[src/rtl/b1s_pkg.sv]
package b1s_pkg;
    localparam int BYTE_W = 8;
    localparam int KEY_W  = 7;
    localparam logic [KEY_W-1:0] KEY_SEED = '1;

    typedef enum logic {LANE_TX = 1'b0, LANE_RX = 1'b1} lane_e;

    typedef struct packed {
        logic [BYTE_W-1:0] ks;
        logic [KEY_W-1:0]  nxt;
    } key_t;

    // Eight steps of the x^7 + x^6 + 1 generator, first bit into bit 7.
    function automatic key_t key_advance(input logic [KEY_W-1:0] s);
        key_t r;
        logic [KEY_W-1:0] st;
        st   = s;
        r.ks = '0;
        for (int i = BYTE_W - 1; i >= 0; i--) begin
            r.ks[i] = st[KEY_W-1];
            st      = {st[KEY_W-2:0], st[KEY_W-1] ^ st[KEY_W-2]};
        end
        r.nxt = st;
        return r;
    endfunction
endpackage

[src/rtl/b1s_framer.sv]
module b1s_framer
    import b1s_pkg::*;
#(
    parameter int FRAME_BYTES   = 2430,
    parameter int FRAMING_BYTES = 6,
    parameter int SKIP_BYTES    = 3,
    parameter int B1_POS        = 264,
    localparam int POS_W        = $clog2(FRAME_BYTES),
    localparam int SCR_END      = FRAME_BYTES - FRAMING_BYTES
) (
    input  logic clk,
    input  logic rst_n,
    input  logic mark,
    output logic synced,
    output logic full,
    output logic scr_pos,
    output logic b1_pos
);
    typedef struct packed {
        logic             sync;
        logic             full;
        logic [POS_W-1:0] pos;
    } fr_st_t;

    fr_st_t st_q, st_d;

    always_comb begin
        st_d = st_q;
        if (mark) begin
            st_d.pos  = '0;
            st_d.full = st_q.sync;
            st_d.sync = 1'b1;
        end else if (st_q.sync) begin
            st_d.pos = (st_q.pos == POS_W'(FRAME_BYTES - 1)) ? '0 : st_q.pos + 1'b1;
        end
    end

    always_ff @(posedge clk) begin
        if (!rst_n) st_q <= '0;
        else        st_q <= st_d;
    end

    assign synced  = st_q.sync;
    assign full    = st_q.full;
    assign scr_pos = st_q.sync && !mark
                     && (st_q.pos >= POS_W'(SKIP_BYTES))
                     && (st_q.pos <  POS_W'(SCR_END));
    assign b1_pos  = st_q.sync && !mark && (st_q.pos == POS_W'(B1_POS));
endmodule

[src/rtl/b1s_keystream.sv]
module b1s_keystream
    import b1s_pkg::*;
(
    input  logic              clk,
    input  logic              rst_n,
    input  logic              restart,
    input  logic              advance,
    output logic [BYTE_W-1:0] ks
);
    typedef struct packed {
        logic [KEY_W-1:0] lfsr;
    } ks_st_t;

    ks_st_t st_q, st_d;
    key_t   step;

    always_comb begin
        step = key_advance(st_q.lfsr);
        st_d = st_q;
        if (restart)      st_d.lfsr = KEY_SEED;
        else if (advance) st_d.lfsr = step.nxt;
    end

    always_ff @(posedge clk) begin
        if (!rst_n) st_q.lfsr <= KEY_SEED;
        else        st_q      <= st_d;
    end

    assign ks = step.ks;
endmodule

[src/rtl/b1s_bip8.sv]
module b1s_bip8
    import b1s_pkg::*;
(
    input  logic              clk,
    input  logic              rst_n,
    input  logic              sync,
    input  logic              frame_end,
    input  logic [BYTE_W-1:0] line,
    output logic [BYTE_W-1:0] b1
);
    typedef struct packed {
        logic [BYTE_W-1:0] acc;
        logic [BYTE_W-1:0] b1;
    } bip_st_t;

    bip_st_t st_q, st_d;

    always_comb begin
        st_d = st_q;
        if (frame_end) begin
            st_d.b1  = st_q.acc ^ line;
            st_d.acc = '0;
        end else begin
            st_d.acc = sync ? (st_q.acc ^ line) : '0;
        end
    end

    always_ff @(posedge clk) begin
        if (!rst_n) st_q <= '0;
        else        st_q <= st_d;
    end

    assign b1 = st_q.b1;
endmodule

[src/rtl/b1s_err_serial.sv]
module b1s_err_serial
    import b1s_pkg::*;
(
    input  logic              clk,
    input  logic              rst_n,
    input  logic              en,
    input  logic              load,
    input  logic [BYTE_W-1:0] mask,
    output logic              pulse
);
    typedef struct packed {
        logic [BYTE_W-1:0] pend;
    } es_st_t;

    es_st_t            st_q, st_d;
    logic [BYTE_W-1:0] drop;
    logic              hit;

    always_comb begin
        drop = st_q.pend;
        hit  = 1'b0;
        for (int i = BYTE_W - 1; i >= 0; i--) begin
            if (!hit && st_q.pend[i]) begin
                drop[i] = 1'b0;
                hit     = 1'b1;
            end
        end
        st_d.pend = en ? (drop | (load ? mask : '0)) : '0;
    end

    always_ff @(posedge clk) begin
        if (!rst_n) st_q <= '0;
        else        st_q <= st_d;
    end

    assign pulse = |st_q.pend;
endmodule

[src/rtl/b1s_lane.sv]
module b1s_lane
    import b1s_pkg::*;
#(
    parameter lane_e DIR        = LANE_TX,
    parameter int FRAME_BYTES   = 2430,
    parameter int FRAMING_BYTES = 6,
    parameter int SKIP_BYTES    = 3,
    parameter int B1_POS        = 264
) (
    input  logic              clk,
    input  logic              rst_n,
    input  logic              en,
    input  logic [BYTE_W-1:0] din,
    input  logic              mark,
    output logic [BYTE_W-1:0] dout,
    output logic              err
);
    logic              synced, full, scr_pos, b1_pos;
    logic [BYTE_W-1:0] ks, b1, line_b, par_b;

    typedef struct packed {
        logic [BYTE_W-1:0] data;
    } ln_st_t;

    ln_st_t st_q, st_d;

    b1s_framer #(
        .FRAME_BYTES  (FRAME_BYTES),
        .FRAMING_BYTES(FRAMING_BYTES),
        .SKIP_BYTES   (SKIP_BYTES),
        .B1_POS       (B1_POS)
    ) u_framer (
        .clk    (clk),
        .rst_n  (rst_n),
        .mark   (mark),
        .synced (synced),
        .full   (full),
        .scr_pos(scr_pos),
        .b1_pos (b1_pos)
    );

    b1s_keystream u_key (
        .clk    (clk),
        .rst_n  (rst_n),
        .restart(mark),
        .advance(scr_pos),
        .ks     (ks)
    );

    b1s_bip8 u_bip (
        .clk      (clk),
        .rst_n    (rst_n),
        .sync     (synced),
        .frame_end(mark),
        .line     (par_b),
        .b1       (b1)
    );

    generate
        if (DIR == LANE_TX) begin : g_tx
            logic [BYTE_W-1:0] pre;
            always_comb begin
                pre    = (en && b1_pos) ? (full ? b1 : '0) : din;
                line_b = (en && scr_pos) ? (pre ^ ks) : pre;
            end
            assign par_b = line_b;
            assign err   = 1'b0;
        end else begin : g_rx
            logic [BYTE_W-1:0] miss;
            logic              load;
            always_comb begin
                line_b = (en && scr_pos) ? (din ^ ks) : din;
                miss   = line_b ^ b1;
                load   = en && b1_pos && full;
            end
            assign par_b = din;
            b1s_err_serial u_err (
                .clk  (clk),
                .rst_n(rst_n),
                .en   (en),
                .load (load),
                .mask (miss),
                .pulse(err)
            );
        end
    endgenerate

    always_comb begin
        st_d.data = line_b;
    end

    always_ff @(posedge clk) begin
        if (!rst_n) st_q <= '0;
        else        st_q <= st_d;
    end

    assign dout = st_q.data;
endmodule

[src/rtl/fsync_scrambler_b1.sv]
module fsync_scrambler_b1
    import b1s_pkg::*;
#(
    parameter int FRAME_BYTES   = 2430,
    parameter int FRAMING_BYTES = 6,
    parameter int SKIP_BYTES    = 3,
    parameter int B1_POS        = 264
) (
    input  logic       clk,
    input  logic       rst_n,
    input  logic       proc_en,
    input  logic [7:0] tx_byte_in,
    input  logic       tx_frame_mark,
    output logic [7:0] tx_line_out,
    input  logic [7:0] rx_line_in,
    input  logic       rx_frame_mark,
    output logic [7:0] rx_byte_out,
    output logic       b1_err_pulse
);
    logic tx_err_unused_n;

    b1s_lane #(
        .DIR          (LANE_TX),
        .FRAME_BYTES  (FRAME_BYTES),
        .FRAMING_BYTES(FRAMING_BYTES),
        .SKIP_BYTES   (SKIP_BYTES),
        .B1_POS       (B1_POS)
    ) u_tx (
        .clk  (clk),
        .rst_n(rst_n),
        .en   (proc_en),
        .din  (tx_byte_in),
        .mark (tx_frame_mark),
        .dout (tx_line_out),
        .err  (tx_err_unused_n)
    );

    b1s_lane #(
        .DIR          (LANE_RX),
        .FRAME_BYTES  (FRAME_BYTES),
        .FRAMING_BYTES(FRAMING_BYTES),
        .SKIP_BYTES   (SKIP_BYTES),
        .B1_POS       (B1_POS)
    ) u_rx (
        .clk  (clk),
        .rst_n(rst_n),
        .en   (proc_en),
        .din  (rx_line_in),
        .mark (rx_frame_mark),
        .dout (rx_byte_out),
        .err  (b1_err_pulse)
    );

    // The transmit lane never reports parity errors; its flag is folded in
    // as a constant-low term so the result is unchanged.
    logic tx_err_seen;
    assign tx_err_seen = tx_err_unused_n & 1'b0;
    logic  sink_unused;
    assign sink_unused = tx_err_seen;
endmodule

[config.mk]
export PLATFORM = sky130hd
export DESIGN_NAME = fsync_scrambler_b1
export DESIGN_NICKNAME = d
export VERILOG_FILES = /design/src/rtl/b1s_pkg.sv /design/src/rtl/b1s_framer.sv /design/src/rtl/b1s_keystream.sv /design/src/rtl/b1s_bip8.sv /design/src/rtl/b1s_err_serial.sv /design/src/rtl/b1s_lane.sv /design/src/rtl/fsync_scrambler_b1.sv
export SDC_FILE = /design/constraint.sdc
export NUM_CORES = 1
export LEC_CHECK = 0
export BUFFER_PORTS_ARGS = -buffer_cell sky130_fd_sc_hd__buf_2
export CAP_MARGIN = 20
export CORE_MARGIN = 4
export CORE_UTILIZATION = 58
export CTS_BUF_LIST = sky130_fd_sc_hd__clkbuf_8 sky130_fd_sc_hd__clkbuf_16
export DETAILED_ROUTE_END_ITERATION = 8
export PLACE_DENSITY_LB_ADDON = 0.25
export SYNTH_ARGS = -nofsm -noshare
export SYNTH_HDL_FRONTEND = slang
export SYNTH_SLANG_ARGS = --single-unit
export TNS_END_PERCENT = 5
[constraint.sdc]
create_clock -name clk -period 5.83 [get_ports clk]
set_input_delay 0.583 -clock clk [delete_from_list [all_inputs] [get_ports clk]]
set_output_delay 0.583 -clock clk [all_outputs]
set_load 0.02 [all_outputs]
==> flow_summary.json <==
{
  "status": "completed",
  "fmax_mhz": 401,
  "vdd_drop_max_v": 0.000115,
  "synth.distinct_cells": 43,
  "seq_area_um2": 1960,
  "synth.most_common_cell": "dfxtp_1",
  "cts_tree": "yes",
  "hold_violations": 0,
  "synth_area_leaders": "dfxtp_1 43%, xnor2_1 7.6%, xor2_1 6.7%, xor3_1 4.1%, nand2_1 4.1%",
  "maxCapViolCount": 0,
  "grt_max_degree": 41,
  "fin_area_um2": 5030,
  "async_reset_ff_share_pct": 0,
  "holdCritPathClass": "flip-flop to flip-flop",
  "skew_ps": 13.6,
  "placed_area_um2": 4830,
  "first_pass_iters": 5,
  "tns_ps": 0,
  "powerDensity_nw_per_um2": 244,
  "rows": 32,
  "drive_gt1_share_pct": 14.1,
  "cts_hold_buf": 0,
  "nNetsFinal": 527,
  "end_kind": "output port",
  "path_class": "flip-flop to output port",
  "syn2layout_area_growth_pct": 9.39,
  "io_pins": 38,
  "cts_setup_buffers": 0,
  "multi_input_area_um2": 2500,
  "drt-initial-drc-count": 113,
  "rsz0062_at_grt": "no",
  "cts_buffers": 9,
  "dieArea_um2": 9420,
  "place_hpwl_um": 5850,
  "slowest_stage": "or4_1",
  "synth_cells": 473,
  "critPathRequiredTime_ps": 5250,
  "synth_edf_count": 0,
  "core_um2": 7730,
  "cts-root-buf": "clkbuf_8",
  "grt_overflow": 0,
  "ys_ff_latch": 98,
  "fin_crit_sh_pct": 42.7,
  "cts_resized": 0,
  "path_max_fanout": 4,
  "slowest_delay_ps": 610,
  "start_util_pct": 59.5,
  "avgSynthCellArea_um2": 9.72,
  "ant_nets": 0,
  "fin_cells": 607,
  "arrival_ps": 1910,
  "drc": 0,
  "clk_pin_slew_ps": 110,
  "final_util_pct": 65.1,
  "cts_sinks": 98,
  "yosys.area.top_type": "dfxtp_1",
  "ys_top_cells_by_count": "98 x dfxtp_1, 50 x nand2_1, 40 x nor2_1, 40 x xnor2_1, 35 x xor2_1",
  "cp_top_family": "simple AND/OR/NAND/NOR gates",
  "wl_um": 8340,
  "antenna_found_initial": 0,
  "yosysWarnings": 0,
  "fin_crit_ps": 2490,
  "syn_nets": 500,
  "place_congestion": 0.825,
  "antenna_cells": 0,
  "grt_pass1_vias": 3155,
  "via_per_inst": 5.42,
  "io_buffers": 37,
  "cp-start-kind": "flip-flop",
  "clock_latency_ps": 360,
  "fp.dieW_um": 97.1,
  "worst_pin_slew_ps": 907,
  "final_max_slew_viol_count": 0,
  "path_buf_inv": 1,
  "dpl.cell_count": 590,
  "path_cells": "or4_1 -> nor4_1 -> nand2b_1 -> buf_2",
  "netlist_area_um2": 4600,
  "nFillCells": 657,
  "wl_per_cell_um": 13.7,
  "yosysTopAreaCellShare_pct": 42.7,
  "htree_levels": 3,
  "yosysSeqAreaShare_pct": 42.7,
  "cts.path.max_buffers": 2,
  "grt_pass1_wl_um": 14500,
  "fp.dieH_um": 97.1,
  "grt_usage_pct": 18.4,
  "synth_ff_type": "dfxtp_1",
  "via_count": 3289,
  "relSlewSlack_pct": 38.7,
  "setup_viol": 0,
  "finalPower_w": 0.00123,
  "p_leak_nw": 2.09
}
==> worst paths after layout <==
kind	from	end	slack (ps)	cells past startpoint
max	u_rx.g_rx.u_err.st_q[7]$_SDFF_PN0_	b1_err_pulse	3340	4
max reg2reg	u_tx.u_framer.st_q[11]$_SDFFE_PP0P_	u_tx.u_framer.st_q[5]$_SDFFE_PP0P_	3610	4
min	u_rx.g_rx.u_err.st_q[0]$_SDFF_PN0_	u_rx.g_rx.u_err.st_q[0]$_SDFF_PN0_	490	2
min reg2reg	u_rx.g_rx.u_err.st_q[0]$_SDFF_PN0_	u_rx.g_rx.u_err.st_q[0]$_SDFF_PN0_	490	2
==> area by class of cell <==
class / instances / area share, %
inverters: 7 / 0.522
well taps: 102 / 2.54
flip-flops and latches: 98 / 39.0
clock buffers: 9 / 2.46
clock inverters: 7 / 1.47
multi-input cells: 343 / 49.8
repair buffers: 41 / 4.23
==> routing by layer <==
metal	GRT usage (%)	wire length (um)
met1	23.9	3950
met2	31.2	3970
met3	2.94	278
met4	5.94	145
met5	0	0
==> stage by stage <==
stage	setup slack [ps]	hold WS [ps]
CTS	3350	493
detailed placement	3370	475
floorplan	3800	441
global route	3260	502
global placement	3430	451
finish	3340	489
==> where the power goes <==
group	total, W	switching [W]	internal, W	leakage [nW]
Sequential	0.000700	0.0000118	0.000688	0.801
Combinational	0.000105	0.0000560	0.0000486	1.19
Clock	0.000425	0.000257	0.000168	0.0942
Total	0.00123	0.000325	0.000905	2.09
==> sequential cells by signal (all words and copies together), names as in the netlist, 7 cells and up <==
signal	count
u_tx.u_framer.st_q	12
u_tx.dout	8
u_rx.u_framer.st_q	12
u_rx.g_rx.u_err.st_q	8
u_tx.u_bip.b1	8
u_rx.u_bip.b1	8
u_tx.u_key.st_q	7
u_tx.u_bip.st_q	8
u_rx.u_key.st_q	7
u_rx.dout	8
u_rx.u_bip.st_q	8
==> cell families (layout without fill, tap and decap cells) <==
group	Yosys count	count (layout)	share of synthesized area (%)
adder cells (fa/ha/maj)	6	6	1.63
AND/OR/NAND/NOR	180	180	19.9
AO/OA/AOI/OAI	61	61	9.25
multiplexers	12	12	4.79
buffers and inverters	32	64	2.88
flip-flops	98	98	42.7
XOR/XNOR	84	84	18.9
==> tightest hold or removal path, delay by kind of cell, from the launching register on <==
family / cells / cell delay, ps
compound gates: 1 / 70
flops: 1 / 330
simple gates: 1 / 60
==> cells in the final DEF (no fill, tap or decap), types with 7 or more instances in the layout <==
cell	count
buf_2	37
inv_1	7
mux2i_4	8
nor2_1	40
nor3_1	18
dfxtp_1	98
o211a_1	8
a21oi_1	9
xnor2_1	40
nand2_1	50
xor3_1	8
xor2_1	35
o21ai_0	17
o211ai_1	16
clkbuf_8	9
nand4_1	10
and2_1	25
Power figures use the tool's default switching activity.
